File: config.mk
export PLATFORM = sky130hd
export DESIGN_NAME = mc_ctrl
export DESIGN_NICKNAME = d
export VERILOG_FILES = /design/src/rtl/mcc_pkg.sv /design/src/rtl/mcc_state_reg.sv /design/src/rtl/mcc_sequencer.sv /design/src/rtl/mcc_strobes.sv /design/src/rtl/mc_ctrl.sv
export SDC_FILE = /design/constraint.sdc
export NUM_CORES = 1
export LEC_CHECK = 0
export ABC_CLOCK_PERIOD_IN_PS = 1700
export BUFFER_PORTS_ARGS = -buffer_cell sky130_fd_sc_hd__buf_2
export CAP_MARGIN = 20
export CORE_AREA = 2 2 39 41
export CTS_CLUSTER_SIZE = 25
export DETAILED_ROUTE_END_ITERATION = 12
export DIE_AREA = 0 0 41 43
export SLEW_MARGIN = 20
export SYNTH_ARGS = -nofsm -noshare
export SYNTH_HDL_FRONTEND = slang
export SYNTH_HIERARCHICAL = 1
export SYNTH_SLANG_ARGS = --single-unit
File: constraint.sdc
create_clock -name clk -period 1.7 [get_ports clk]
set_input_delay 0.085 -clock clk [delete_from_list [all_inputs] [get_ports clk]]
set_output_delay 0.085 -clock clk [all_outputs]
set_load 0.02 [all_outputs]
File: src/rtl/mcc_pkg.sv
package mcc_pkg;
  localparam int OP_W   = 3;
  localparam int FN_W   = 4;
  localparam int AOP_W  = 3;
  localparam int BSEL_W = 2;

  localparam logic [OP_W-1:0] OPC_RTYPE = 3'd0;
  localparam logic [OP_W-1:0] OPC_LOAD  = 3'd1;
  localparam logic [OP_W-1:0] OPC_STORE = 3'd2;
  localparam logic [OP_W-1:0] OPC_BEQ   = 3'd3;
  localparam logic [OP_W-1:0] OPC_ADDI  = 3'd4;
  localparam logic [OP_W-1:0] OPC_JUMP  = 3'd5;
  localparam logic [OP_W-1:0] OPC_HALT  = 3'd7;

  localparam logic [AOP_W-1:0] ALU_ADD = 3'd0;
  localparam logic [AOP_W-1:0] ALU_SUB = 3'd1;
  localparam logic [AOP_W-1:0] ALU_AND = 3'd2;
  localparam logic [AOP_W-1:0] ALU_OR  = 3'd3;
  localparam logic [AOP_W-1:0] ALU_SLT = 3'd4;

  localparam logic [BSEL_W-1:0] B_REG = 2'd0;
  localparam logic [BSEL_W-1:0] B_ONE = 2'd1;
  localparam logic [BSEL_W-1:0] B_OFS = 2'd2;

  typedef enum logic [3:0] {
    S_FETCH, S_DECODE, S_RALU, S_ADDI, S_MADDR, S_LDMEM,
    S_LDWB, S_STMEM, S_BRANCH, S_JUMP, S_PARK
  } state_t;

  typedef struct packed {
    logic              pc_ld;
    logic              pc_src;
    logic              ma_pc_en;
    logic              ma_alu_en;
    logic              mem_rd;
    logic              mem_wr;
    logic              ir_ld;
    logic              alu_a_sel;
    logic [BSEL_W-1:0] alu_b_sel;
    logic [AOP_W-1:0]  alu_op;
    logic              rf_we;
    logic              rf_wdata_sel;
    logic              rf_waddr_sel;
  } ctrl_t;

  // Function code to ALU operation; unknown codes map to add (never used).
  function automatic logic [AOP_W-1:0] funct_to_aluop(input logic [FN_W-1:0] fn);
    case (fn)
      4'd0:    return ALU_ADD;
      4'd1:    return ALU_SUB;
      4'd2:    return ALU_AND;
      4'd3:    return ALU_OR;
      4'd4:    return ALU_SLT;
      default: return ALU_ADD;
    endcase
  endfunction

  function automatic logic funct_known(input logic [FN_W-1:0] fn);
    return fn <= 4'd4;
  endfunction

  // Execute entry chosen in the decode step.
  function automatic state_t dispatch(input logic [OP_W-1:0] op,
                                      input logic [FN_W-1:0] fn);
    case (op)
      OPC_RTYPE: return funct_known(fn) ? S_RALU : S_FETCH;
      OPC_LOAD:  return S_MADDR;
      OPC_STORE: return S_MADDR;
      OPC_BEQ:   return S_BRANCH;
      OPC_ADDI:  return S_ADDI;
      OPC_JUMP:  return S_JUMP;
      OPC_HALT:  return S_PARK;
      default:   return S_FETCH;
    endcase
  endfunction
endpackage

File: src/rtl/mcc_state_reg.sv
module mcc_state_reg
  import mcc_pkg::*;
(
  input  logic   clk,
  input  logic   rst_n,
  input  state_t nxt,
  output state_t cur
);
  always_ff @(posedge clk) begin
    if (!rst_n) cur <= S_FETCH;
    else        cur <= nxt;
  end
endmodule

File: src/rtl/mcc_sequencer.sv
module mcc_sequencer
  import mcc_pkg::*;
(
  input  state_t          cur,
  input  logic [OP_W-1:0] opcode,
  input  logic [FN_W-1:0] funct,
  output state_t          nxt
);
  always_comb begin
    case (cur)
      S_FETCH:  nxt = S_DECODE;
      S_DECODE: nxt = dispatch(opcode, funct);
      S_MADDR:  nxt = (opcode == OPC_LOAD) ? S_LDMEM : S_STMEM;
      S_LDMEM:  nxt = S_LDWB;
      S_PARK:   nxt = S_PARK;
      default:  nxt = S_FETCH;
    endcase
  end
endmodule

File: src/rtl/mcc_strobes.sv
module mcc_strobes
  import mcc_pkg::*;
(
  input  state_t          cur,
  input  logic [FN_W-1:0] funct,
  input  logic            rs_eq_rt,
  output ctrl_t           ctl
);
  always_comb begin
    ctl = '0;
    case (cur)
      S_FETCH: begin
        ctl.ma_pc_en  = 1'b1;
        ctl.mem_rd    = 1'b1;
        ctl.ir_ld     = 1'b1;
        ctl.alu_b_sel = B_ONE;
        ctl.alu_op    = ALU_ADD;
        ctl.pc_ld     = 1'b1;
      end
      S_RALU: begin
        ctl.alu_a_sel = 1'b1;
        ctl.alu_b_sel = B_REG;
        ctl.alu_op    = funct_to_aluop(funct);
        ctl.rf_we     = 1'b1;
      end
      S_ADDI: begin
        ctl.alu_a_sel    = 1'b1;
        ctl.alu_b_sel    = B_OFS;
        ctl.rf_we        = 1'b1;
        ctl.rf_waddr_sel = 1'b1;
      end
      S_MADDR: begin
        ctl.alu_a_sel = 1'b1;
        ctl.alu_b_sel = B_OFS;
      end
      S_LDMEM: begin
        ctl.ma_alu_en = 1'b1;
        ctl.mem_rd    = 1'b1;
      end
      S_LDWB: begin
        ctl.rf_we        = 1'b1;
        ctl.rf_wdata_sel = 1'b1;
        ctl.rf_waddr_sel = 1'b1;
      end
      S_STMEM: begin
        ctl.ma_alu_en = 1'b1;
        ctl.mem_wr    = 1'b1;
      end
      S_BRANCH: begin
        ctl.alu_b_sel = B_OFS;
        ctl.pc_ld     = rs_eq_rt;
      end
      S_JUMP: begin
        ctl.pc_ld  = 1'b1;
        ctl.pc_src = 1'b1;
      end
      default: ctl = '0;
    endcase
  end
endmodule

File: src/rtl/mc_ctrl.sv
module mc_ctrl
  import mcc_pkg::*;
(
  input  logic              clk,
  input  logic              rst_n,
  input  logic [OP_W-1:0]   ir_opcode,
  input  logic [FN_W-1:0]   ir_funct,
  input  logic              rs_eq_rt,
  output logic              pc_ld,
  output logic              pc_src,
  output logic              ma_pc_en,
  output logic              ma_alu_en,
  output logic              mem_rd,
  output logic              mem_wr,
  output logic              ir_ld,
  output logic              alu_a_sel,
  output logic [BSEL_W-1:0] alu_b_sel,
  output logic [AOP_W-1:0]  alu_op,
  output logic              rf_we,
  output logic              rf_wdata_sel,
  output logic              rf_waddr_sel
);
  state_t cur, nxt;
  ctrl_t  ctl;

  mcc_state_reg u_state (.clk(clk), .rst_n(rst_n), .nxt(nxt), .cur(cur));
  mcc_sequencer u_seq (.cur(cur), .opcode(ir_opcode), .funct(ir_funct), .nxt(nxt));
  mcc_strobes   u_str (.cur(cur), .funct(ir_funct), .rs_eq_rt(rs_eq_rt), .ctl(ctl));

  // Named events for the checker.
  logic in_park;
  logic undef_dispatch;
  assign in_park        = (cur == S_PARK);
  assign undef_dispatch = (cur == S_DECODE) && (nxt == S_FETCH);

  assign pc_ld        = ctl.pc_ld;
  assign pc_src       = ctl.pc_src;
  assign ma_pc_en     = ctl.ma_pc_en;
  assign ma_alu_en    = ctl.ma_alu_en;
  assign mem_rd       = ctl.mem_rd;
  assign mem_wr       = ctl.mem_wr;
  assign ir_ld        = ctl.ir_ld;
  assign alu_a_sel    = ctl.alu_a_sel;
  assign alu_b_sel    = ctl.alu_b_sel;
  assign alu_op       = ctl.alu_op;
  assign rf_we        = ctl.rf_we;
  assign rf_wdata_sel = ctl.rf_wdata_sel;
  assign rf_waddr_sel = ctl.rf_waddr_sel;
endmodule

==> impl_metrics.toml <==
[floorplanning]
rows = 14
core-area_sq_um = 1380
dieArea_sq_um = 1760
die_x_um = 41
ios = 26
die_y_um = 43
start_util_pct = 32.2

[clock_network]
clock-sinks = 4
clk_path_buf_depth = 2
cts_buffers = 3
cts_hold_buffers = 0
htreeDepth = 1
cts_tree = "done"
postCtsSetupBuffers = 0
clk_latency_ps = 240
cts_root_buffer = "clkbuf_4"
clk_pin_slew_ps = 40

[route]
drtIter0Drc = 10
drc_errors = 0
firstDrtPassIters = 4
wirelength_um = 1100
drtAntennaViolNets = 0
routed-via-count = 509
wl_per_cell_um = 10.8
viasPerCell = 5.04

[outcome]
status = "finished clean"

[timing]
setup_viol = 0
rsz0062_at_grt = "true"
layout_setup_ws_ps = 28.1
finalMaxSlewViolations = 0
tns_ps = 0
period_minus_slack_ps = 1670
max_freq_mhz = 598
max_slew_margin_pct = 78.7
worst_slew_pin_slew_ps = 316
finalCritPeriodShare_pct = 98.3
hold_viol = 0
finalClockSkew_ps = 5.01

[finish]
ff_latch_area_sq_um = 85.1
top_register = "u_state/cur"
final_cell_mix = "25 x buf_2, 5 x buf_4, 5 x and2_1, 5 x nor4b_1, 4 x nor2_1"
largest_register_ffs = 4
syn2layout_area_growth_pct = 40.7
antenna_cells = 0
post_route_cells_drive_above_1_share_pct = 47.1
nets = 97
fillers = 139
fin_area_sq_um = 627
layout_commonest_cell = "buf_2"
top_regs = "u_state/cur: 4 flops"
multiInputGateArea_sq_um = 329

[setup_path]
cp.required_ps = 1620
crit_fanout = 11
crit_type = "reg -> out"
critical_path_arrival_ps = 1590
reg2reg_slack_ps = 270
cp-end-kind = "output port"
start_kind = "flop"

[pwr]
intPower_uw = 264
powerDensity_nw_per_um2 = 687
pwr-share-seq_pct = 26.9
vdd_ir_drop_max_uv = 297
switching_share_pct = 38.7
p_clk_share_pct = 28.2
p_sw_uw = 167
combPwrFrac_pct = 45.0
p_leak_uw = 0.000298

[synthesis]
syn_inst = 58
yosysWarnings = 6
synth_area_sq_um = 445
synth.area.top_cells = "dfxtp_1 18%, nor4b_1 9.8%, and2_1 7.0%"
synth_top_area_share_pct = 18.0
ys_types = 30
synth_nets = 68
postSynthAreaPerCell_sq_um = 7.68
synth-seq-cells = 4
yosysTopAreaCell = "dfxtp_1"
ys_seq_area_share_pct = 18.0

[place]
io_buffers = 25
dpl.hpwl_um = 786
gp_congestion = 0.699
place_ws_ps = 219
place_area_sq_um = 599

[global_routing]
grt_overflow_total = 0
grt_antenna_before_repair = 0
grt_pass1_vias = 398
grt_pass1_wl_um = 1610
grt_usage_pct = 13.3
grt_max_degree = 15

[run]
maxCapViolCount = 0

[min_path]
hp-class = "in -> reg"
[kinds of logic (layout without fill, tap and decap cells)]
group,after synthesis,after routing,share of synthesized area (%)
flip-flops,4,4,18.0
buffers and inverters,8,35,9.83
AND/OR/NAND/NOR,32,32,51.1
AO/OA/AOI/OAI,12,12,17.1
XOR/XNOR,2,2,3.93
[synthesized netlist by cell type]
cell and n:
a2111oi_0 1, a21boi_0 1, a21o_1 1, a21oi_1 3
a31oi_1 2, and2_1 5, and3b_1 1, and4bb_2 2
buf_2 2, buf_4 3, clkbuf_1 1, dfxtp_1 4
inv_1 2, nand2_1 1, nand2b_1 3, nand3b_1 1
nor2_1 4, nor2b_1 1, nor3_1 2, nor4_1 2
nor4b_1 5, o21ai_0 2, o21bai_1 1, o31ai_1 1
or3_1 2, or3b_2 1, or4b_1 1, or4b_4 1
xnor2_1 1, xor2_1 1
[layer usage]
| layer | routed length (um) | global-route usage [%] | vias up |
|---|---|---|---|
| li1 | - | - | 268 |
| met1 | 546 | 18.3 | 219 |
| met2 | 468 | 18.8 | 20 |
| met3 | 64 | 1.57 | 2 |
| met4 | 14 | 8.00 | 0 |
| met5 | 0 | 0 | - |
[timing repair]
item | in CTS | in global routing
setup endpoints to repair | 4 | 4
gates resized for setup | 2 | 1
gates cloned | 0 | 0
[metrics by stage]
step                      std cells  hold slack [ps]  util (%)  power, uW
final                           101             77.1      45.3        430
after global routing            101              112      45.3        465
after CTS                       101             75.5      45.1        437
after detailed placement         98              326      43.3        310
after global placement           98              324      43.3        309
after floorplan                  58              207         -        256
[power by group through the flow]
stage / clock (uW) / sequential (uW) / combinational, uW
after floorplan: 0 / 112 / 144
after global placement: 0 / 116 / 193
after detailed placement: 0 / 117 / 194
after CTS: 127 / 116 / 194
after global routing: 133 / 117 / 215
final: 121 / 116 / 194
[final cells by class]
class,count,area share (%)
Clock buffer,3,3.59
Tap cell,16,3.19
Inverter,2,1.20
Multi-Input combinational cell,46,52.5
Timing Repair Buffer,30,25.9
Sequential cell,4,13.6
[worst paths after layout]
check        depth (start not counted)                         to                       from
max reg2reg                          4  u_state/cur[1]$_SDFF_PN0_  u_state/cur[0]$_SDFF_PN0_
max                                  3                  alu_op[1]  u_state/cur[2]$_SDFF_PN0_
min                                  2  u_state/cur[3]$_SDFF_PN0_                      rst_n
min reg2reg                          3  u_state/cur[1]$_SDFF_PN0_  u_state/cur[2]$_SDFF_PN0_
[worst max-delay path, cell delays in order, from the launching register on]
cell and delay (ps):
dfxtp_4 370, or4b_4 530, nor4b_1 240, buf_2 210
(Power assumes the default switching activity.)
